[src/rtl/pcm2_pkg.sv]
package pcm2_pkg;
  parameter int SAMPLE_W = 8;
  parameter int LINE_W   = 5;
  typedef enum logic [2:0] {
    L_IN_B = 3'd0, L_IN_A = 3'd1, L_RXS = 3'd2, L_TXS = 3'd3, L_BCK = 3'd4
  } line_idx_e;
endpackage

[src/rtl/pcm2_sampler.sv]
module pcm2_sampler #(
  parameter int W = 5
) (
  input  logic         clk,
  input  logic         rst_n,
  input  logic [W-1:0] raw_i,
  output logic [W-1:0] cur_o,
  output logic [W-1:0] prv_o
);
  for (genvar g = 0; g < W; g++) begin : g_line
    logic c_q, p_q;
    always_ff @(posedge clk or negedge rst_n) begin
      if (!rst_n) begin
        c_q <= 1'b0;
        p_q <= 1'b0;
      end else begin
        c_q <= raw_i[g];
        p_q <= c_q;
      end
    end
    assign cur_o[g] = c_q;
    assign prv_o[g] = p_q;
  end
endmodule

[src/rtl/pcm2_watch.sv]
module pcm2_watch #(
  parameter int BCLK_TMO = 4000,
  parameter int SYNC_TMO = 40000
) (
  input  logic clk,
  input  logic rst_n,
  input  logic bclk_edge,
  input  logic sync_edge,
  input  logic frame_start,
  output logic psave
);
  localparam int BW = $clog2(BCLK_TMO + 1);
  localparam int YW = $clog2(SYNC_TMO + 1);
  logic [BW-1:0] b_idle;
  logic [YW-1:0] y_idle;
  logic          stuck;

  assign stuck = (b_idle == BW'(BCLK_TMO)) || (y_idle == YW'(SYNC_TMO));

  always_ff @(posedge clk or negedge rst_n) begin
    if (!rst_n) begin
      b_idle <= '0;
      y_idle <= '0;
      psave  <= 1'b0;
    end else begin
      if (bclk_edge) b_idle <= '0;
      else if (b_idle != BW'(BCLK_TMO)) b_idle <= b_idle + 1'b1;
      if (sync_edge) y_idle <= '0;
      else if (y_idle != YW'(SYNC_TMO)) y_idle <= y_idle + 1'b1;
      if (frame_start) psave <= 1'b0;
      else if (stuck) psave <= 1'b1;
    end
  end

  p_resume_at_start_r11: assert property (@(posedge clk) disable iff (!rst_n)
    $fell(psave) |-> $past(frame_start));
endmodule

[src/rtl/pcm2_tx.sv]
module pcm2_tx #(
  parameter int SW = pcm2_pkg::SAMPLE_W
) (
  input  logic          clk,
  input  logic          rst_n,
  input  logic          pwr_dn_n,
  input  logic          par_mode,
  input  logic          b_rise,
  input  logic          sync_s,
  input  logic          psave,
  input  logic          tx_valid,
  output logic          tx_ready,
  input  logic [SW-1:0] tx_a,
  input  logic [SW-1:0] tx_b,
  output logic          frame_start,
  output logic          pcm_out_a,
  output logic          pcm_oe_a,
  output logic          pcm_out_b,
  output logic          pcm_oe_b
);
  localparam int FW = 2 * SW;
  localparam int CW = $clog2(FW + 1);
  logic [FW-1:0] sh_a;
  logic [SW-1:0] sh_b, hold_a, hold_b;
  logic          full, active, sync_last;
  logic [CW-1:0] cnt, last_idx;

  assign frame_start = b_rise && sync_s && !sync_last;
  assign last_idx    = par_mode ? CW'(SW - 1) : CW'(FW - 1);
  assign tx_ready    = !full;

  always_ff @(posedge clk or negedge rst_n) begin
    if (!rst_n) begin
      sh_a <= '0; sh_b <= '0; hold_a <= '0; hold_b <= '0;
      full <= 1'b0; active <= 1'b0; sync_last <= 1'b0; cnt <= '0;
    end else begin
      if (tx_valid && !full) begin
        hold_a <= tx_a;
        hold_b <= tx_b;
        full   <= 1'b1;
      end
      if (b_rise) sync_last <= sync_s;
      if (!pwr_dn_n) begin
        active <= 1'b0;
      end else if (frame_start) begin
        active <= full;
        cnt    <= '0;
        if (full) begin
          sh_a <= {hold_a, hold_b};
          sh_b <= hold_b;
          full <= 1'b0;
        end
      end else if (b_rise && active) begin
        if (cnt == last_idx) active <= 1'b0;
        else begin
          cnt  <= cnt + 1'b1;
          sh_a <= sh_a << 1;
          sh_b <= sh_b << 1;
        end
      end
    end
  end

  assign pcm_out_a = sh_a[FW-1];
  assign pcm_out_b = sh_b[SW-1];
  assign pcm_oe_a  = active && pwr_dn_n && !psave;
  assign pcm_oe_b  = active && pwr_dn_n && !psave && par_mode;

  p_bits_move_on_rise_r2: assert property (@(posedge clk) disable iff (!rst_n)
    (active && !b_rise) |=> $stable(pcm_out_a));
  p_hold_blocks_r7: assert property (@(posedge clk) disable iff (!rst_n)
    (tx_valid && tx_ready) |=> !tx_ready);
endmodule

[src/rtl/pcm2_rx.sv]
module pcm2_rx #(
  parameter int SW = pcm2_pkg::SAMPLE_W
) (
  input  logic          clk,
  input  logic          rst_n,
  input  logic          pwr_dn_n,
  input  logic          par_mode,
  input  logic          b_rise,
  input  logic          b_fall,
  input  logic          sync_s,
  input  logic          in_a,
  input  logic          in_b,
  input  logic          psave,
  output logic          rx_valid,
  input  logic          rx_ready,
  output logic [SW-1:0] rx_a,
  output logic [SW-1:0] rx_b
);
  localparam int FW = 2 * SW;
  localparam int CW = $clog2(FW + 1);
  logic [FW-1:0] sh_a, nxt_a;
  logic [SW-1:0] sh_b, nxt_b;
  logic          armed, sync_last, start;
  logic [CW-1:0] cnt, last_idx;

  assign start    = b_rise && sync_s && !sync_last;
  assign last_idx = par_mode ? CW'(SW - 1) : CW'(FW - 1);
  assign nxt_a    = {sh_a[FW-2:0], par_mode ? in_a : in_b};
  assign nxt_b    = {sh_b[SW-2:0], in_b};

  always_ff @(posedge clk or negedge rst_n) begin
    if (!rst_n) begin
      sh_a <= '0; sh_b <= '0; armed <= 1'b0; sync_last <= 1'b0;
      cnt <= '0; rx_valid <= 1'b0; rx_a <= '0; rx_b <= '0;
    end else begin
      if (b_rise) sync_last <= sync_s;
      if (!pwr_dn_n) begin
        armed    <= 1'b0;
        rx_valid <= 1'b0;
      end else begin
        if (rx_valid && rx_ready) rx_valid <= 1'b0;
        if (start) begin
          armed <= 1'b1;
          cnt   <= '0;
        end else if (b_fall && armed) begin
          sh_a <= nxt_a;
          sh_b <= nxt_b;
          if (cnt == last_idx) begin
            armed <= 1'b0;
            if (!psave) begin
              rx_valid <= 1'b1;
              rx_a     <= par_mode ? nxt_a[SW-1:0] : nxt_a[FW-1:SW];
              rx_b     <= par_mode ? nxt_b : nxt_a[SW-1:0];
            end
          end else begin
            cnt <= cnt + 1'b1;
          end
        end
      end
    end
  end

  p_pair_held_r8: assert property (@(posedge clk) disable iff (!rst_n)
    (rx_valid && !rx_ready && pwr_dn_n && !(b_fall && armed)) |=> (rx_valid && $stable(rx_a) && $stable(rx_b)));
  p_quiet_in_pdn_r12: assert property (@(posedge clk) disable iff (!rst_n)
    !pwr_dn_n |=> !rx_valid);
endmodule

[src/rtl/pcm2_port.sv]
module pcm2_port #(
  parameter int SW       = pcm2_pkg::SAMPLE_W,
  parameter int BCLK_TMO = 4000,
  parameter int SYNC_TMO = 40000
) (
  input  logic          clk,
  input  logic          rst_n,
  input  logic          pwr_dn_n,
  input  logic          par_mode,
  input  logic          bit_clk,
  input  logic          tx_fsync,
  input  logic          rx_fsync,
  input  logic          pcm_in_a,
  input  logic          pcm_in_b,
  output logic          pcm_out_a,
  output logic          pcm_oe_a,
  output logic          pcm_out_b,
  output logic          pcm_oe_b,
  input  logic          tx_valid,
  output logic          tx_ready,
  input  logic [SW-1:0] tx_a,
  input  logic [SW-1:0] tx_b,
  output logic          rx_valid,
  input  logic          rx_ready,
  output logic [SW-1:0] rx_a,
  output logic [SW-1:0] rx_b,
  output logic          psave
);
  import pcm2_pkg::*;
  logic [LINE_W-1:0] raw, cur, prv;
  logic b_rise, b_fall, frame_start;

  assign raw[L_BCK]  = bit_clk;
  assign raw[L_TXS]  = tx_fsync;
  assign raw[L_RXS]  = rx_fsync;
  assign raw[L_IN_A] = pcm_in_a;
  assign raw[L_IN_B] = pcm_in_b;

  pcm2_sampler #(.W(LINE_W)) u_smp (
    .clk(clk), .rst_n(rst_n), .raw_i(raw), .cur_o(cur), .prv_o(prv));

  assign b_rise = cur[L_BCK] && !prv[L_BCK];
  assign b_fall = !cur[L_BCK] && prv[L_BCK];

  pcm2_watch #(.BCLK_TMO(BCLK_TMO), .SYNC_TMO(SYNC_TMO)) u_watch (
    .clk(clk), .rst_n(rst_n), .bclk_edge(b_rise || b_fall),
    .sync_edge(cur[L_TXS] != prv[L_TXS]), .frame_start(frame_start), .psave(psave));

  pcm2_tx #(.SW(SW)) u_tx (
    .clk(clk), .rst_n(rst_n), .pwr_dn_n(pwr_dn_n), .par_mode(par_mode),
    .b_rise(b_rise), .sync_s(cur[L_TXS]), .psave(psave),
    .tx_valid(tx_valid), .tx_ready(tx_ready), .tx_a(tx_a), .tx_b(tx_b),
    .frame_start(frame_start), .pcm_out_a(pcm_out_a), .pcm_oe_a(pcm_oe_a),
    .pcm_out_b(pcm_out_b), .pcm_oe_b(pcm_oe_b));

  pcm2_rx #(.SW(SW)) u_rx (
    .clk(clk), .rst_n(rst_n), .pwr_dn_n(pwr_dn_n), .par_mode(par_mode),
    .b_rise(b_rise), .b_fall(b_fall), .sync_s(cur[L_RXS]),
    .in_a(cur[L_IN_A]), .in_b(cur[L_IN_B]), .psave(psave),
    .rx_valid(rx_valid), .rx_ready(rx_ready), .rx_a(rx_a), .rx_b(rx_b));

  p_no_pair_in_save_r9: assert property (@(posedge clk) disable iff (!rst_n)
    $rose(rx_valid) |-> !$past(psave));
  p_release_in_save_r9: assert property (@(posedge clk) disable iff (!rst_n)
    psave |-> (!pcm_oe_a && !pcm_oe_b));
endmodule

[config.mk]
export PLATFORM = sky130hd
export DESIGN_NAME = pcm2_port
export DESIGN_NICKNAME = d
export VERILOG_FILES = /design/src/rtl/pcm2_pkg.sv /design/src/rtl/pcm2_sampler.sv /design/src/rtl/pcm2_watch.sv /design/src/rtl/pcm2_tx.sv /design/src/rtl/pcm2_rx.sv /design/src/rtl/pcm2_port.sv
export SDC_FILE = /design/constraint.sdc
export NUM_CORES = 1
export LEC_CHECK = 0
export CAP_MARGIN = 20
export CORE_MARGIN = 10
export CORE_UTILIZATION = 58
export DETAILED_ROUTE_END_ITERATION = 12
export PLACE_DENSITY = 0.8
export SLEW_MARGIN = 20
export SYNTH_ARGS = -nofsm -noshare
export SYNTH_HDL_FRONTEND = slang
export SYNTH_SLANG_ARGS = --single-unit
[constraint.sdc]
create_clock -name clk -period 2.45 [get_ports clk]
set_clock_uncertainty 0.2 [all_clocks]
set_input_delay 0.3675 -clock clk [delete_from_list [all_inputs] [get_ports clk]]
set_output_delay 0.3675 -clock clk [all_outputs]
set_load 0.02 [all_outputs]
==> impl_results.md, run 1 <==
- Sequential share of power: 45.5%
- Crit path max fanout: 2
- Worst r2r path cells: 7
- Gate Count Post-Synth: 466
- IO Count: 50
- Unrepaired setup endpoints after global routing: false
- Final Setup Violations: 0
- Tcrit/Tclk final: 91.7%
- Worst vdd ir: 0.672 mV
- Clock sinks: 122
- Net Sw Power: 1310 uW
- Commonest non-fill, non-tap cells in the layout: dfrtp_1, mux2_2, nand2_1
- Drt first pass iters: 4
- Final core occ: 73.4%
- Fraction of registers with async set/reset: 100%
- Final nets: 569
- H-tree levels: 4
- Final ANT Viol Nets: 0
- CP arrival: 1.68 ns
- Layout cell share with drive strength beyond 1: 24.8%
- Most common cell after layout, fill and taps aside: dfrtp_1
- Vias post-DR: 3,730
- Max stage delay on crit path: 0.39 ns
- Slew Limit Fails: 0
- Crit. End Element: output pin
- Slew at the pin with the worst max-slew slack: 0.569 ns
- Ys Warns: 0
- #FFs+latches synth: 122
- Largest net degree at the start of global routing: 48
- Outcome: finished clean
- Hold Vio Cnt, Final: 0
- Flop2flop setup slack: 0.28 ns
- GP Congestion: 0.777
- Core footprint: 0.00937 mm2
- Drt wl/cell: 17.2 um
- Power share of the clock group: 41.7%
- TNS Setup: 0 ns
- Final setup margin: 0.204 ns
- Initial antenna violation count: 0
- DRC violation total after the first TritonRoute iteration: 239
- Post-Syn Area: 0.00563 mm2
- Max Cap Viol: 0
- Number of buffers created by CTS: 17
- Vias per std cell: 5.53
- Area Overhead vs Synth: 22.1%
- Worst Path Required: 1.88 ns
- Critical path class: register to output pin
- CTS tree: built
- Synth cell types: 44
- Internal: 4080 uW
- Deepest clock path buffer count: 2
- Net Count, Synth: 501
- DRC Markers: 0
- Top_reg_cell synth: dfrtp_1
- Root Driver: clkbuf_8
- First-pass GRT wire length: 19,300 um
- Vias in the first global route: 3,858
- Post-detail-place hpwl: 7780 um
- Sequential share of the synthesized area: 54.2%
- Avg Synthesized Cell Area: 12.1 um2
- Startpoint types: register
- Die footprint: 0.0141 mm2
- Die Width: 119 um
- Sw Ratio: 24.3%
- HP Class: primary input to register
- Worst Hold Path EP: u_smp.g_line[1].c_q$_DFF_PN0_
- Power per cell area: 783 mW/mm2
- Worst hold slack: 0.0913 ns
- Post-place setup slack: 0.0299 ns
- Site Rows: 35
- Slowest cell on crit path: dfrtp_1
- Post-synth EDFFs: 0
- Chip height: 119 um
- Fmax: 0.445 GHz
- Logic pwr share: 12.7%
- RR Startpoint: u_smp.g_line[4].p_q$_DFF_PN0_
- Static Leak: 0.00330 uW
- Clock insertion delay at the later pin of the skew report: 0.51 ns
- Worst reg2reg endpoint: u_rx.rx_a[4]$_DFFE_PN0P_
- Fin crit period: 2.25 ns
- Worst hold path cell count: 1
- Antenna cells: 0
- Critical Path, Cell by Cell: inv_1 -> and3_1 -> and2_1 -> dlygate4sd2_1
- Clock transition at path regs: 0.06 ns
- Grt ovf: 0
- Max-slew headroom: 62.1%
- Final wirelength: 11,600 um
- Port Buf Inserts: 49
- GR Util All Layers: 16.6%
- Starting density of the core: 60.1%
- HP Start: pcm_in_a
-- worst max-delay path, delay by kind of cell, from the launching register on --
kind | cells | cell delay, ns
buffers and inverters | 2 | 0.42
DFF | 1 | 0.39
and+or+nand+nor | 2 | 0.36
-- layout make-up --
class	count	area [um2]
clock buffers	22	463
clock inverters	8	71.3
fillers	667	2490
inverters	12	45.0
multi-input cells	313	2420
flip-flops and latches	122	3050
well taps	129	161
repair buffers	68	668
-- worst max path at each step --
stage                                       start                        to  slack (ns)  cells past startpoint
CTS                     u_watch.psave$_DFFE_PN0P_                  pcm_oe_b        0.18                      4
floorplan           u_smp.g_line[4].p_q$_DFF_PN0_  u_rx.rx_a[7]$_DFFE_PN0P_        0.35                      9
global route            u_watch.psave$_DFFE_PN0P_                  pcm_oe_b        0.12                      4
finish                  u_watch.psave$_DFFE_PN0P_                  pcm_oe_b        0.20                      4
global placement                         pwr_dn_n                  pcm_oe_b        0.02                      4
detailed placement                       pwr_dn_n                  pcm_oe_b        0.03                      4
-- cell families (layout without fill, tap and decap cells) --
group	after synthesis	count (layout)	synth area share, %
XOR/XNOR	24	24	3.73
AND/OR/NAND/NOR	157	157	14.4
flip-flops	122	122	54.2
AO/OA/AOI/OAI	34	34	3.91
multiplexers	90	90	19.1
buffers and inverters	31	110	2.86
adder cells (fa/ha/maj)	8	8	1.78
-- metrics by stage --
| stage | power, uW | instance area [um2] | cells |
|---|---|---|---|
| after CTS | 5430 | 6880 | 674 |
| after global placement | 3120 | 6340 | 643 |
| after floorplan | 2910 | 5630 | 466 |
| after detailed placement | 3170 | 6340 | 643 |
| after global routing | 5610 | 6880 | 674 |
| final | 5390 | 6880 | 674 |
-- synth_stat cells (all sizes together) (6+ instances only) --
| cell type | n | share of area, % |
|---|---|---|
| or3 | 6 | 0.67 |
| xor2 | 11 | 1.7 |
| dfrtp | 122 | 54 |
| mux2 | 86 | 18 |
| xnor2 | 13 | 2.0 |
| nand4 | 9 | 1.3 |
| and2 | 11 | 1.2 |
| buf | 9 | 1.4 |
| nand3 | 18 | 1.6 |
| ha | 8 | 1.8 |
| clkbuf | 10 | 0.67 |
| nor2 | 18 | 1.2 |
| o21ai | 7 | 0.62 |
| nand3b | 6 | 0.80 |
| and3 | 7 | 0.78 |
| inv | 12 | 0.80 |
| a21oi | 10 | 0.89 |
| nand2 | 61 | 4.1 |
-- power by group through the flow --
stage | Sequential (uW) | Combinational (uW) | Clock, uW
detailed placement | 2480 | 690 | 0
finish | 2450 | 686 | 2250
CTS | 2450 | 699 | 2280
floorplan | 2430 | 475 | 0
global placement | 2460 | 658 | 0
global route | 2490 | 759 | 2360
-- state kept, by name, summed over array words and instances (netlist names), 8 cells and up --
| name | count |
|---|---|
| u_rx.sh_a | 15 |
| u_rx.rx_b | 8 |
| u_tx.hold_a | 8 |
| u_rx.rx_a | 8 |
| u_tx.sh_a | 9 |
| u_tx.hold_b | 8 |
| u_watch.b_idle | 12 |
| u_watch.y_idle | 16 |
-- routing by layer --
layer | GRT usage [%] | vias to the layer above | wire [um]
met5 | 0 | - | 0
met4 | 5.95 | 0 | 148
met3 | 4.28 | 11 | 427
met2 | 27.8 | 67 | 5870
met1 | 20.2 | 1890 | 5130
li1 | - | 1762 | -
-- repair_timing --
action | CTS | global route
hold buffers | 1 | 0
endpoints found under the hold margin | 41 | 0
endpoints found under the setup margin | 2 | 0
buffers inserted | 0 | 0
resized for setup | 2 | 0
(Power assumes the default switching activity.)
==> inputs of run 2 (changes only) <==
CORE_MARGIN = not set   (was 10)
==> impl_results.md, run 2 (synthesis gave the netlist of run 1 again) <==
- Critical Path, Cell by Cell: inv_1 -> and3_1 -> and2_1 -> dlygate4sd2_1 (unchanged)
- Vias in the first global route: 3,885 (was 3,858)
- Fmax: 0.433 GHz (was 0.445 GHz)
- CP arrival: 1.74 ns (was 1.68 ns)
- Die footprint: 0.0101 mm2 (was 0.0141 mm2)
- Fin area: 0.00690 mm2 (was 0.00688 mm2)
- GR Util All Layers: 24.1% (was 16.6%)
- Clock transition at path regs: 0.05 ns (was 0.06 ns)
- Critical path class: register to output pin (unchanged)
- DRC Markers: 0 (unchanged)
- Final wirelength: 10,800 um (was 11,600 um)
- Site Rows: 35 (unchanged)
- Met3 usage: 6.87% (was 4.28%)
- Grt ovf: 0 (unchanged)
- Met1 usage: 29.8% (was 20.2%)
- Layout cell share with drive strength beyond 1: 24.5% (was 24.8%)
- Core footprint: 0.00933 mm2 (was 0.00937 mm2)
- Chip height: 101 um (was 119 um)
- Busiest grt layer: met2 (unchanged)
- Worst vdd ir: 0.744 mV (was 0.672 mV)
- Initial antenna violation count: 0 (unchanged)
- Outcome: finished clean (unchanged)
- Worst Path Required: 1.88 ns (about the same)
- Final ANT Viol Nets: 0 (unchanged)
- Met2 Usage GRT: 40.7% (was 27.8%)
- Number of buffers created by CTS: 17 (unchanged)
- Biggest register: u_watch.y_idle (unchanged)
- Sequential share of power: 44.8% (was 45.5%)
- Sw Ratio: 23.5% (was 24.3%)
- Tcrit/Tclk final: 94.2% (was 91.7%)
- Total setup buffers inserted after CTS: 0 (unchanged)
- Power per cell area: 793 mW/mm2 (was 783 mW/mm2)
- Clock insertion delay at the later pin of the skew report: 0.51 ns (about the same)
- Largest net degree at the start of global routing: 50 (was 48)
- DRC violation total after the first TritonRoute iteration: 159 (was 239)
- First-pass GRT wire length: 18,400 um (was 19,300 um)
- Crit path max fanout: 3 (was 2)
- Worst path bufs/invs: 2 (unchanged)
- Port Buf Inserts: 49 (unchanged)
- TNS Setup: 0 ns (unchanged)
- Worst hold path cell count: 1 (unchanged)
- Final nets: 567 (was 569)
- Vias post-DR: 3,734 (was 3,730)
- Delay-heaviest family, CP: buffers and inverters (unchanged)
- Starting density of the core: 60.4% (was 60.1%)
- Most common cell after layout, fill and taps aside: dfrtp_1 (unchanged)
- Post-detail-place hpwl: 7120 um (was 7780 um)
- Flop2flop setup slack: 0.28 ns (about the same)
- Root Driver: clkbuf_8 (unchanged)
- Filler Cells Inserted: 619 (was 667)
- Drt first pass iters: 4 (unchanged)
- Clock sinks: 122 (unchanged)
- RR Startpoint: u_smp.g_line[4].p_q$_DFF_PN0_ (unchanged)
- Die Width: 101 um (was 119 um)
- Logic pwr share: 12.5% (was 12.7%)
- Crit. End Element: output pin (unchanged)
- HP Class: primary input to register (unchanged)
- Startpoint types: register (unchanged)
- Max Cap Viol: 0 (unchanged)
- Non-filler instance count after layout: 672 (was 674)
- Final setup margin: 0.142 ns (was 0.204 ns)
- Worst reg2reg endpoint: u_rx.rx_a[4]$_DFFE_PN0P_ (unchanged)
- Deepest clock path buffer count: 2 (unchanged)
- Max-slew headroom: 65.4% (was 62.1%)
- Worst Hold Path EP: u_smp.g_line[3].c_q$_DFF_PN0_ (was u_smp.g_line[1].c_q$_DFF_PN0_)
- Slew Limit Fails: 0 (unchanged)
- Antenna cells: 0 (unchanged)
- Static Leak: 0.00330 uW (about the same)
- CTS tree: built (unchanged)
- Power Total: 5470 uW (was 5390 uW)
- Worst r2r path cells: 7 (unchanged)
- Placed Cells incl. Taps: 641 (was 643)
- Unrepaired setup endpoints after global routing: false (unchanged)
- Final Setup Violations: 0 (unchanged)
- Internal: 4180 uW (was 4080 uW)
- Slew at the pin with the worst max-slew slack: 0.518 ns (was 0.569 ns)
- Placed Area: 0.00634 mm2 (about the same)
- Max reg flops: 16 (unchanged)
- IO Count: 50 (unchanged)
- Power share of the clock group: 42.6% (was 41.7%)
- HP Start: tx_fsync (was pcm_in_a)
- H-tree levels: 4 (unchanged)
- Commonest non-fill, non-tap cells in the layout: dfrtp_1, mux2_2, nand2_1 (unchanged)
- Hold Vio Cnt, Final: 0 (unchanged)
- Area Overhead vs Synth: 22.5% (was 22.1%)
- GP Congestion: 0.772 (was 0.777)
- Vias per std cell: 5.56 (was 5.53)
- Top Registers: u_watch.y_idle: 16 flops, u_rx.sh_a: 15 flops, u_watch.b_idle: 12 flops (unchanged)
- Max stage delay on crit path: 0.39 ns (about the same)
- Net Sw Power: 1290 uW (was 1310 uW)
- Post-place setup slack: -0.0212 ns (was 0.0299 ns)
- Slowest cell on crit path: dfrtp_1 (unchanged)
- Fin crit period: 2.31 ns (was 2.25 ns)
- Drt wl/cell: 16.0 um (was 17.2 um)
## run 2: routing by layer
metal	vias to the layer above	routed length, um
met5	-	0
met4	0	127
met3	15	359
met2	82	5700
met1	1881	4590
li1	1756	-
## run 2: stage by stage
stage                     utilization (%)  hold WS [ns]
after floorplan                         -        -0.128
after global placement               67.9         0.170
after detailed placement             67.9         0.173
after CTS                            74.0        0.0751
after global routing                 74.0        0.0758
final                                74.0        0.0945
## run 2: worst max-delay path by stage
stage,to,start,cells after the start,slack (ns)
after floorplan,u_rx.rx_a[7]$_DFFE_PN0P_,u_smp.g_line[4].p_q$_DFF_PN0_,9,0.35
after global placement,pcm_oe_b,pwr_dn_n,4,-0.003
after detailed placement,pcm_oe_b,pwr_dn_n,4,-0.02
after CTS,pcm_oe_b,u_watch.psave$_DFFE_PN0P_,4,0.12
after global routing,pcm_oe_b,u_watch.psave$_DFFE_PN0P_,4,0.07
final,pcm_oe_b,u_watch.psave$_DFFE_PN0P_,4,0.14
## run 2: repair_timing
| item | in CTS | in global routing |
|---|---|---|
| endpoints found under the hold margin | 35 | 0 |
| gates resized for setup | 2 | 0 |
| hold buffers | 1 | 0 |
| endpoints found under the setup margin | 2 | 0 |
## run 2: final cells by class
type	instances	area [um2]	area share [%]
Clock buffer	22	463	6.71
Inverter	12	45.0	0.653
Sequential cell	122	3050	44.2
Timing Repair Buffer	66	666	9.64
Clock inverter	8	95.1	1.38
Tap cell	129	161	2.34
Multi-Input combinational cell	313	2420	35.1
## run 2: power groups by stage
stage,Clock [uW],Sequential [uW],Combinational [uW]
after floorplan,0,2430,475
after global placement,0,2460,652
after detailed placement,0,2480,687
after CTS,2380,2450,700
after global routing,2480,2480,763
final,2330,2450,685
==> inputs of run 3 (changes only) <==
GPL_ROUTABILITY_DRIVEN = 0   (was not set)
==> results of run 3 <==
Same layout as run 2: the final DEF is identical, and so are final timing and power.
